## config.mk

```make
export PLATFORM = sky130hd
export DESIGN_NAME = ce_ring_ctrl
export DESIGN_NICKNAME = d
export VERILOG_FILES = /design/src/rtl/ce_ring_pkg.sv /design/src/rtl/ce_ring_track.sv /design/src/rtl/ce_w1c_reg.sv /design/src/rtl/ce_halt_ctrl.sv /design/src/rtl/ce_ring_ctrl.sv
export SDC_FILE = /design/constraint.sdc
export NUM_CORES = 1
export LEC_CHECK = 0
export CORE_UTILIZATION = 50
export DETAILED_ROUTE_END_ITERATION = 12
export DONT_BUFFER_PORTS = 1
export PLACE_DENSITY = 0.67
export SETUP_SLACK_MARGIN = 0.15
export SYNTH_ARGS = -nofsm -noshare
export SYNTH_HDL_FRONTEND = slang
export SYNTH_SLANG_ARGS = --single-unit
```

## constraint.sdc

```tcl
create_clock -name clk_i -period 6.1 [get_ports clk_i]
set_input_delay 0 -clock clk_i [delete_from_list [all_inputs] [get_ports clk_i]]
set_output_delay 0 -clock clk_i [all_outputs]
set_load 0.01 [all_outputs]
```

## src/rtl/ce_ring_pkg.sv

```systemverilog
package ce_ring_pkg;
  localparam logic [7:0] ADDR_CMD     = 8'h18;
  localparam logic [7:0] ADDR_HOST_IE = 8'h2C;
  localparam logic [7:0] ADDR_HOST_IS = 8'h30;
  localparam logic [7:0] ADDR_MISC_IE = 8'h34;
  localparam logic [7:0] ADDR_MISC_IS = 8'h38;
  localparam logic [7:0] ADDR_SRC_WR  = 8'h3C;
  localparam logic [7:0] ADDR_DST_WR  = 8'h40;
  localparam logic [7:0] ADDR_SRC_RD  = 8'h44;
  localparam logic [7:0] ADDR_DST_RD  = 8'h48;
  localparam logic [7:0] ADDR_SRC_WM  = 8'h4C;
  localparam logic [7:0] ADDR_DST_WM  = 8'h50;

  localparam int HOST_W   = 5;
  localparam int MISC_W   = 6;
  localparam int MISC_LSB = 5;
  localparam int THR_W    = 16;
  localparam int HALT_REQ_BIT = 0;
  localparam int HALT_ST_BIT  = 3;

  typedef struct packed {
    logic [THR_W-1:0] lo;
    logic [THR_W-1:0] hi;
  } wm_t;
endpackage

```

## src/rtl/ce_ring_track.sv

```systemverilog
module ce_ring_track
  import ce_ring_pkg::*;
#(
  parameter int ENTRIES = 16,
  parameter int IDX_W   = $clog2(ENTRIES)
) (
  input  logic             clk_i,
  input  logic             rst_ni,
  input  logic             wr_req_i,
  input  logic [IDX_W-1:0] wr_idx_i,
  input  logic             consume_i,
  input  wm_t              wm_i,
  output logic [IDX_W-1:0] wr_idx_o,
  output logic [IDX_W-1:0] rd_idx_o,
  output logic             ovf_o,
  output logic             accept_o,
  output logic             hi_o,
  output logic             lo_o
);
  localparam logic [IDX_W-1:0] MASK = IDX_W'(ENTRIES - 1);

  function automatic logic [IDX_W-1:0] ring_dist(logic [IDX_W-1:0] from_i, logic [IDX_W-1:0] to_i);
    return (to_i - from_i) & MASK;
  endfunction

  logic [IDX_W-1:0] wr_q, rd_q, fill, space, adv;

  assign fill  = ring_dist(rd_q, wr_q);
  assign space = MASK - fill;
  assign adv   = ring_dist(wr_q, wr_idx_i);

  assign ovf_o    = wr_req_i && (adv > space);
  assign accept_o = consume_i && (fill != '0);
  assign hi_o     = THR_W'(fill) > wm_i.hi;
  assign lo_o     = THR_W'(fill) < wm_i.lo;

  always_ff @(posedge clk_i or negedge rst_ni) begin
    if (!rst_ni) begin
      wr_q <= '0;
      rd_q <= '0;
    end else begin
      if (wr_req_i && !ovf_o) wr_q <= wr_idx_i;
      if (accept_o)           rd_q <= (rd_q + 1'b1) & MASK;
    end
  end

  assign wr_idx_o = wr_q;
  assign rd_idx_o = rd_q;
endmodule

```

## src/rtl/ce_w1c_reg.sv

```systemverilog
module ce_w1c_reg #(
  parameter int W = 5
) (
  input  logic         clk_i,
  input  logic         rst_ni,
  input  logic [W-1:0] set_i,
  input  logic [W-1:0] clr_i,
  output logic [W-1:0] q_o
);
  always_ff @(posedge clk_i or negedge rst_ni) begin
    if (!rst_ni) q_o <= '0;
    else         q_o <= (q_o & ~clr_i) | set_i;  // set wins
  end
endmodule

```

## src/rtl/ce_halt_ctrl.sv

```systemverilog
module ce_halt_ctrl (
  input  logic clk_i,
  input  logic rst_ni,
  input  logic req_i,
  input  logic busy_i,
  output logic halted_o
);
  always_ff @(posedge clk_i or negedge rst_ni) begin
    if (!rst_ni)      halted_o <= 1'b0;
    else if (!req_i)  halted_o <= 1'b0;
    else if (!busy_i) halted_o <= 1'b1;
  end
endmodule

```

## src/rtl/ce_ring_ctrl.sv

```systemverilog
module ce_ring_ctrl
  import ce_ring_pkg::*;
#(
  parameter int SRC_ENTRIES = 16,
  parameter int DST_ENTRIES = 8
) (
  input  logic        clk_i,
  input  logic        rst_ni,
  input  logic        reg_we_i,
  input  logic [7:0]  reg_addr_i,
  input  logic [31:0] reg_wdata_i,
  output logic [31:0] reg_rdata_o,
  input  logic        src_done_i,
  input  logic        dst_done_i,
  input  logic [3:0]  fault_i,
  input  logic        busy_i,
  output logic        halted_o,
  output logic        irq_o
);
  localparam int SRC_IDX_W = $clog2(SRC_ENTRIES);
  localparam int DST_IDX_W = $clog2(DST_ENTRIES);

  logic [HOST_W-1:0]    host_ie_q, host_is, host_set, host_clr;
  logic [MISC_W-1:0]    misc_ie_q, misc_is, misc_set, misc_clr;
  logic                 halt_req_q;
  wm_t                  src_wm_q, dst_wm_q;
  logic [SRC_IDX_W-1:0] src_wr_idx, src_rd_idx;
  logic [DST_IDX_W-1:0] dst_wr_idx, dst_rd_idx;
  logic src_ovf, src_acc, src_hi, src_lo;
  logic dst_ovf, dst_acc, dst_hi, dst_lo;

  function automatic logic wr_at(logic [7:0] a);
    return reg_we_i && (reg_addr_i == a);
  endfunction

  always_ff @(posedge clk_i or negedge rst_ni) begin
    if (!rst_ni) begin
      host_ie_q  <= '0;
      misc_ie_q  <= '0;
      halt_req_q <= 1'b0;
      src_wm_q   <= '0;
      dst_wm_q   <= '0;
    end else begin
      if (wr_at(ADDR_HOST_IE)) host_ie_q  <= reg_wdata_i[HOST_W-1:0];
      if (wr_at(ADDR_MISC_IE)) misc_ie_q  <= reg_wdata_i[MISC_LSB+:MISC_W];
      if (wr_at(ADDR_CMD))     halt_req_q <= reg_wdata_i[HALT_REQ_BIT];
      if (wr_at(ADDR_SRC_WM))  src_wm_q   <= reg_wdata_i;
      if (wr_at(ADDR_DST_WM))  dst_wm_q   <= reg_wdata_i;
    end
  end

  ce_ring_track #(.ENTRIES(SRC_ENTRIES), .IDX_W(SRC_IDX_W)) u_src (
    .clk_i, .rst_ni,
    .wr_req_i (wr_at(ADDR_SRC_WR)),
    .wr_idx_i (reg_wdata_i[SRC_IDX_W-1:0]),
    .consume_i(src_done_i && !halted_o),
    .wm_i     (src_wm_q),
    .wr_idx_o (src_wr_idx),
    .rd_idx_o (src_rd_idx),
    .ovf_o    (src_ovf),
    .accept_o (src_acc),
    .hi_o     (src_hi),
    .lo_o     (src_lo)
  );

  ce_ring_track #(.ENTRIES(DST_ENTRIES), .IDX_W(DST_IDX_W)) u_dst (
    .clk_i, .rst_ni,
    .wr_req_i (wr_at(ADDR_DST_WR)),
    .wr_idx_i (reg_wdata_i[DST_IDX_W-1:0]),
    .consume_i(dst_done_i && !halted_o),
    .wm_i     (dst_wm_q),
    .wr_idx_o (dst_wr_idx),
    .rd_idx_o (dst_rd_idx),
    .ovf_o    (dst_ovf),
    .accept_o (dst_acc),
    .hi_o     (dst_hi),
    .lo_o     (dst_lo)
  );

  // dst_acc only advances the index; copy-complete follows the source ring
  logic unused_dst_acc;
  assign unused_dst_acc = dst_acc;

  assign host_set = {dst_lo, dst_hi, src_lo, src_hi, src_acc};
  assign host_clr = wr_at(ADDR_HOST_IS) ? reg_wdata_i[HOST_W-1:0] : '0;
  assign misc_set = {fault_i, dst_ovf, src_ovf};
  assign misc_clr = wr_at(ADDR_MISC_IS) ? reg_wdata_i[MISC_LSB+:MISC_W] : '0;

  ce_w1c_reg #(.W(HOST_W)) u_host_is (
    .clk_i, .rst_ni, .set_i(host_set), .clr_i(host_clr), .q_o(host_is)
  );

  ce_w1c_reg #(.W(MISC_W)) u_misc_is (
    .clk_i, .rst_ni, .set_i(misc_set), .clr_i(misc_clr), .q_o(misc_is)
  );

  ce_halt_ctrl u_halt (
    .clk_i, .rst_ni, .req_i(halt_req_q), .busy_i, .halted_o
  );

  assign irq_o = |(host_is & host_ie_q) | |(misc_is & misc_ie_q);

  always_comb begin
    reg_rdata_o = '0;
    unique case (reg_addr_i)
      ADDR_CMD: begin
        reg_rdata_o[HALT_REQ_BIT] = halt_req_q;
        reg_rdata_o[HALT_ST_BIT]  = halted_o;
      end
      ADDR_HOST_IE: reg_rdata_o[HOST_W-1:0]       = host_ie_q;
      ADDR_HOST_IS: reg_rdata_o[HOST_W-1:0]       = host_is;
      ADDR_MISC_IE: reg_rdata_o[MISC_LSB+:MISC_W] = misc_ie_q;
      ADDR_MISC_IS: reg_rdata_o[MISC_LSB+:MISC_W] = misc_is;
      ADDR_SRC_WR:  reg_rdata_o[SRC_IDX_W-1:0]    = src_wr_idx;
      ADDR_DST_WR:  reg_rdata_o[DST_IDX_W-1:0]    = dst_wr_idx;
      ADDR_SRC_RD:  reg_rdata_o[SRC_IDX_W-1:0]    = src_rd_idx;
      ADDR_DST_RD:  reg_rdata_o[DST_IDX_W-1:0]    = dst_rd_idx;
      ADDR_SRC_WM:  reg_rdata_o                   = src_wm_q;
      ADDR_DST_WM:  reg_rdata_o                   = dst_wm_q;
      default:      reg_rdata_o                   = '0;
    endcase
  end
endmodule

```

==> metrics.md <==
| Metric | Value |
|---|---|
| Main flop type after synthesis | `dfrtp_1` |
| Initial antenna violation count | `0` |
| First-pass GRT wire length | `approximately 25000 um` |
| DRT Pass-1 Iters | `10` |
| R2r setup slk | `slightly above 3 ns` |
| Root Buffer | `clkbuf_16` |
| Largest net degree at the start of global routing | `between 100 and 150` |
| All-Layer GR Usage | `between 20% and 30%` |
| Max FO, Critical Path | `4` |
| Syn Nets | `587` |
| Final hold viol count | `0` |
| Slew @ Worst Pin | `1.14 ns` |
| CTS buffer count | `9` |
| Total grt overflow | `0` |
| Critical R2R Capture | `u_dst.wr_idx_o[2]` |
| Synth unique cells | `slightly above 60` |
| Min-delay worst type | `in2reg` |
| Sequential share of power | `41.9%` |
| Rows | `39` |
| Clk pwr share | `29.2%` |
| Fillers | `between 900 and 1k` |
| Fin area | `a little under 7000 um2` |
| Clock sink total | `just over 100` |
| Worst setup path endpoint | `u_dst.wr_idx_o[2]` |
| # resized after CTS | `0` |
| Initial drt markers | `424` |
| Inst Count DP | `between 600 and 700` |
| Critical Path Start Type | `flop` |
| Worst hold path startpoint | `reg_we_i` |
| Max transition margin | `between 20% and 30%` |
| Worst path depth | `10` |
| Yosys warns | `0` |
| Routed WL per cell | `between 20 and 25 um` |
| Synth Cell Area | `just under 6000 um2` |
| Routed WL | `approximately 15000 um` |
| Routed via count | `between 4k and 5k` |
| Routed Antenna Nets | `0` |
| Simple-Gate Fraction of Synth Area | `11.8%` |
| Failing checks | `design-rule violations` |
| Setup TNS | `0 ns` |
| Critical Path, Cell by Cell | `inv_1, ha_1, inv_1, fa_1, xnor2_1, ha_1, o21a_1, o21ai_0, nor2b_1, mux2_2` |
| Layout cells sized above 1 | `18.0%` |
| Non-filler cells in the finished layout | `694` |
| Worst path bufs/invs | `2` |
| Vias/cell | `6.31` |
| H-tree depth | `3` |
| Io pins | `84` |
| Peak Freq | `roughly 330 MHz` |
| Critical Path Sink Type | `flop` |
| Peak VDD IR | `about 0.19 mV` |
| Starting Density | `51.6%` |
| Combinational power share | `between 20% and 30%` |
| Final worst path period share | `49.0%` |
| Final max-slew violation count | `0` |
| CTS tree | `built` |
| Dpl cell area | `slightly below 6000 um2` |
| Area growth from synthesis to layout | `14.1%` |
| Sequential cell area | `approximately 2600 um2` |
| Port bufs | `0` |
| Worst skew pair latency | `roughly 0.35 ns` |
| Clock-pin slew on the worst setup and hold paths | `0.07 ns` |
| Adder-cell share of the synthesized area | `~7.5%` |
| CP peak stage delay | `between 0.4 and 0.5 ns` |
| CORE AREA | `11500 um2` |
| Total power | `roughly 1.9 mW` |
| Sw power | `between 0.6 and 0.7 mW` |
| Crit Path Class | `reg2reg` |
| Clock skew | `~0.0082 ns` |
| Worst Path Arrival | `3.22 ns` |
| XOR/XNOR Fraction of Synth Area | `under 10%` |
| Total power divided by cell area | `278 nW/um2` |
| Post-DP HPWL | `around 11000 um` |
| # diodes | `0` |
| Die X | `approximately 110 um` |
| Required @ worst endpoint | `around 6.3 ns` |
| Largest family of logic cells by synthesized area | `multiplexers` |
| DRC | `11` |
| Sequential share of the synthesized area | `43.0%` |
| Vias in the first global route | `4467` |
| CP startpoint | `u_dst.wr_idx_o[0]` |
| Clk buf depth | `2` |
| Crit path max-delay family | `adder cells` |
| RSZ-0062 raised after global routing | `false` |
| Switch share | `between 30% and 40%` |
| Max capacitance violation total | `0` |
| LEAKAGE | `3.21 nW` |
| Post-synthesis mux area share | `18.7%` |
| R2R depth | `10` |
| Die Y | `around 110 um` |
| WHS | `between 0.02 and 0.025 ns` |
| Internal power | `approximately 1.3 mW` |
| Cell count after synthesis | `504` |
| Worst R2R Start | `u_dst.wr_idx_o[0]` |
| Status | `finished, violations left` |
| Multi-input logic area | `3110 um2` |
| Setup Viol. Count Final | `0` |
| Crit-path slowest cell | `xnor2_1` |
| Fin nets | `between 600 and 700` |
| Yosys reg bits | `around 100` |
| GPL Wtd Cong | `0.943` |
| Synthesized area per cell | `11.8 um2` |
| Complex-gate fraction of the synthesized area | `about an eighth` |
| Hold depth | `3` |
| Final critical-path required period | `between 2 and 3 ns` |
| Die Area | `~12000 um2` |
| Post-synth EDFFs | `0` |
| Setup bufs post-CTS | `0` |
| Async set-or-reset flop fraction in the synthesized netlist | `100%` |
## synth_stat cells, types with 5 or more instances
master   count  area, um2
a21o_1       9       67.6
a21oi_1      7       35.0
a22o_1      24        210
a22oi_1     17        128
buf_6        8       90.1
dfrtp_1    102       2550
ha_1        29        363
inv_1       30        113
mux2_1       6       67.6
mux2_2      21        236
mux2_4      49        736
mux2i_1      5       50.1
nand2_1     41        154
nand3_1     10       50.1
nand4_1      7       43.8
nor2_1      12       45.0
nor3_1       5       25.0
nor4_1      11       68.8
o21ai_0     16       80.1
o22ai_1      5       31.3
xnor2_1      8       70.1
xor2_1       6       52.6
## cell usage in the layout (no fill, tap or decap), drive strengths merged, types with 3 or more instances in the layout
master,synthesis,routed
a21boi,3,3
a21o,9,9
a21oi,7,7
a221o,3,3
a22o,24,24
a22oi,17,17
a31oi,4,4
and3,3,3
clkbuf,3,10
clkinv,0,3
dfrtp,102,102
dlygate4sd3,0,50
fa,4,4
ha,29,29
inv,30,32
mux2,76,76
mux2i,5,5
nand2,42,42
nand2b,4,4
nand3,10,10
nand4,8,8
nor2,14,14
nor2b,3,3
nor3,6,6
nor3b,4,4
nor4,12,12
o21ai,16,16
o22ai,5,5
or3,3,3
xnor2,8,8
xor2,6,6
## area by class of cell
cell class,instances,share of cell area (%)
sequential,102,37.7
tap,143,2.64
timing repair buffer,52,7.90
clock buffer,10,3.53
multi-input combinational,351,46.0
clock inverter,6,0.646
inverter,30,1.66
## tightest hold or removal path, delay by kind of cell
kind            cells  cell delay [ns]
simple gates        2             0.23
compound gates      1             0.09
## worst min-delay path by stage
stage	slack [ns]	endpoint
3_3_place_gp	-0.29	dst_wm_q[1]
4_1_cts	0.006	host_ie_q[0]
2_1_floorplan	-0.30	dst_wm_q[0]
3_5_place_dp	-0.29	halt_req_q
6_report	0.02	host_ie_q[0]
5_1_grt	0.06	host_ie_q[1]
## flip-flops by register name, summed over array words and instances (netlist names)
register         count
u_halt.halted_o      1
u_src.rd_idx_o       4
misc_ie_q            6
u_misc_is.q_o        6
dst_wm_q            32
u_dst.wr_idx_o       3
u_src.wr_idx_o       4
u_dst.rd_idx_o       3
src_wm_q            32
host_ie_q            5
u_host_is.q_o        5
halt_req_q           1
## kinds of logic after synthesis
group / after synthesis
and+or+nand+nor: 122
DFF: 102
AOI/OAI and AO/OA: 100
muxes: 82
buffers and inverters: 51
adders and majority gates: 33
xor gates and xnor gates: 14
## metrics by stage
stage               setup slack, ns  utilization (%)
finish                         3.11             58.8
global route                   2.92             58.8
CTS                            3.11             58.8
detailed placement             3.12             51.8
global placement               3.39             51.8
floorplan                      3.53                -
## per-layer routing
metal	routed length [um]	part of all wire (%)	GRT usage, %
met5	0	0	0
met1	6610	43	35.2
met4	454	3.0	10.5
met3	1130	7.4	6.78
met2	7100	46	40.4
## what timing repair did
| item | CTS | global route |
|---|---|---|
| endpoints found under the setup margin | 0 | 0 |
| hold endpoints to repair | 195 | 0 |
| hold buffers | 51 | 0 |
## power groups by stage
stage / clock (mW) / sequential [mW] / combinational, mW
after CTS: 0.564 / 0.789 / 0.548
after detailed placement: 0 / 0.802 / 0.497
after global routing: 0.589 / 0.799 / 0.614
after global placement: 0 / 0.799 / 0.467
after floorplan: 0 / 0.782 / 0.382
final: 0.550 / 0.791 / 0.545
No activity file was read; power rests on OpenSTA's default activity.
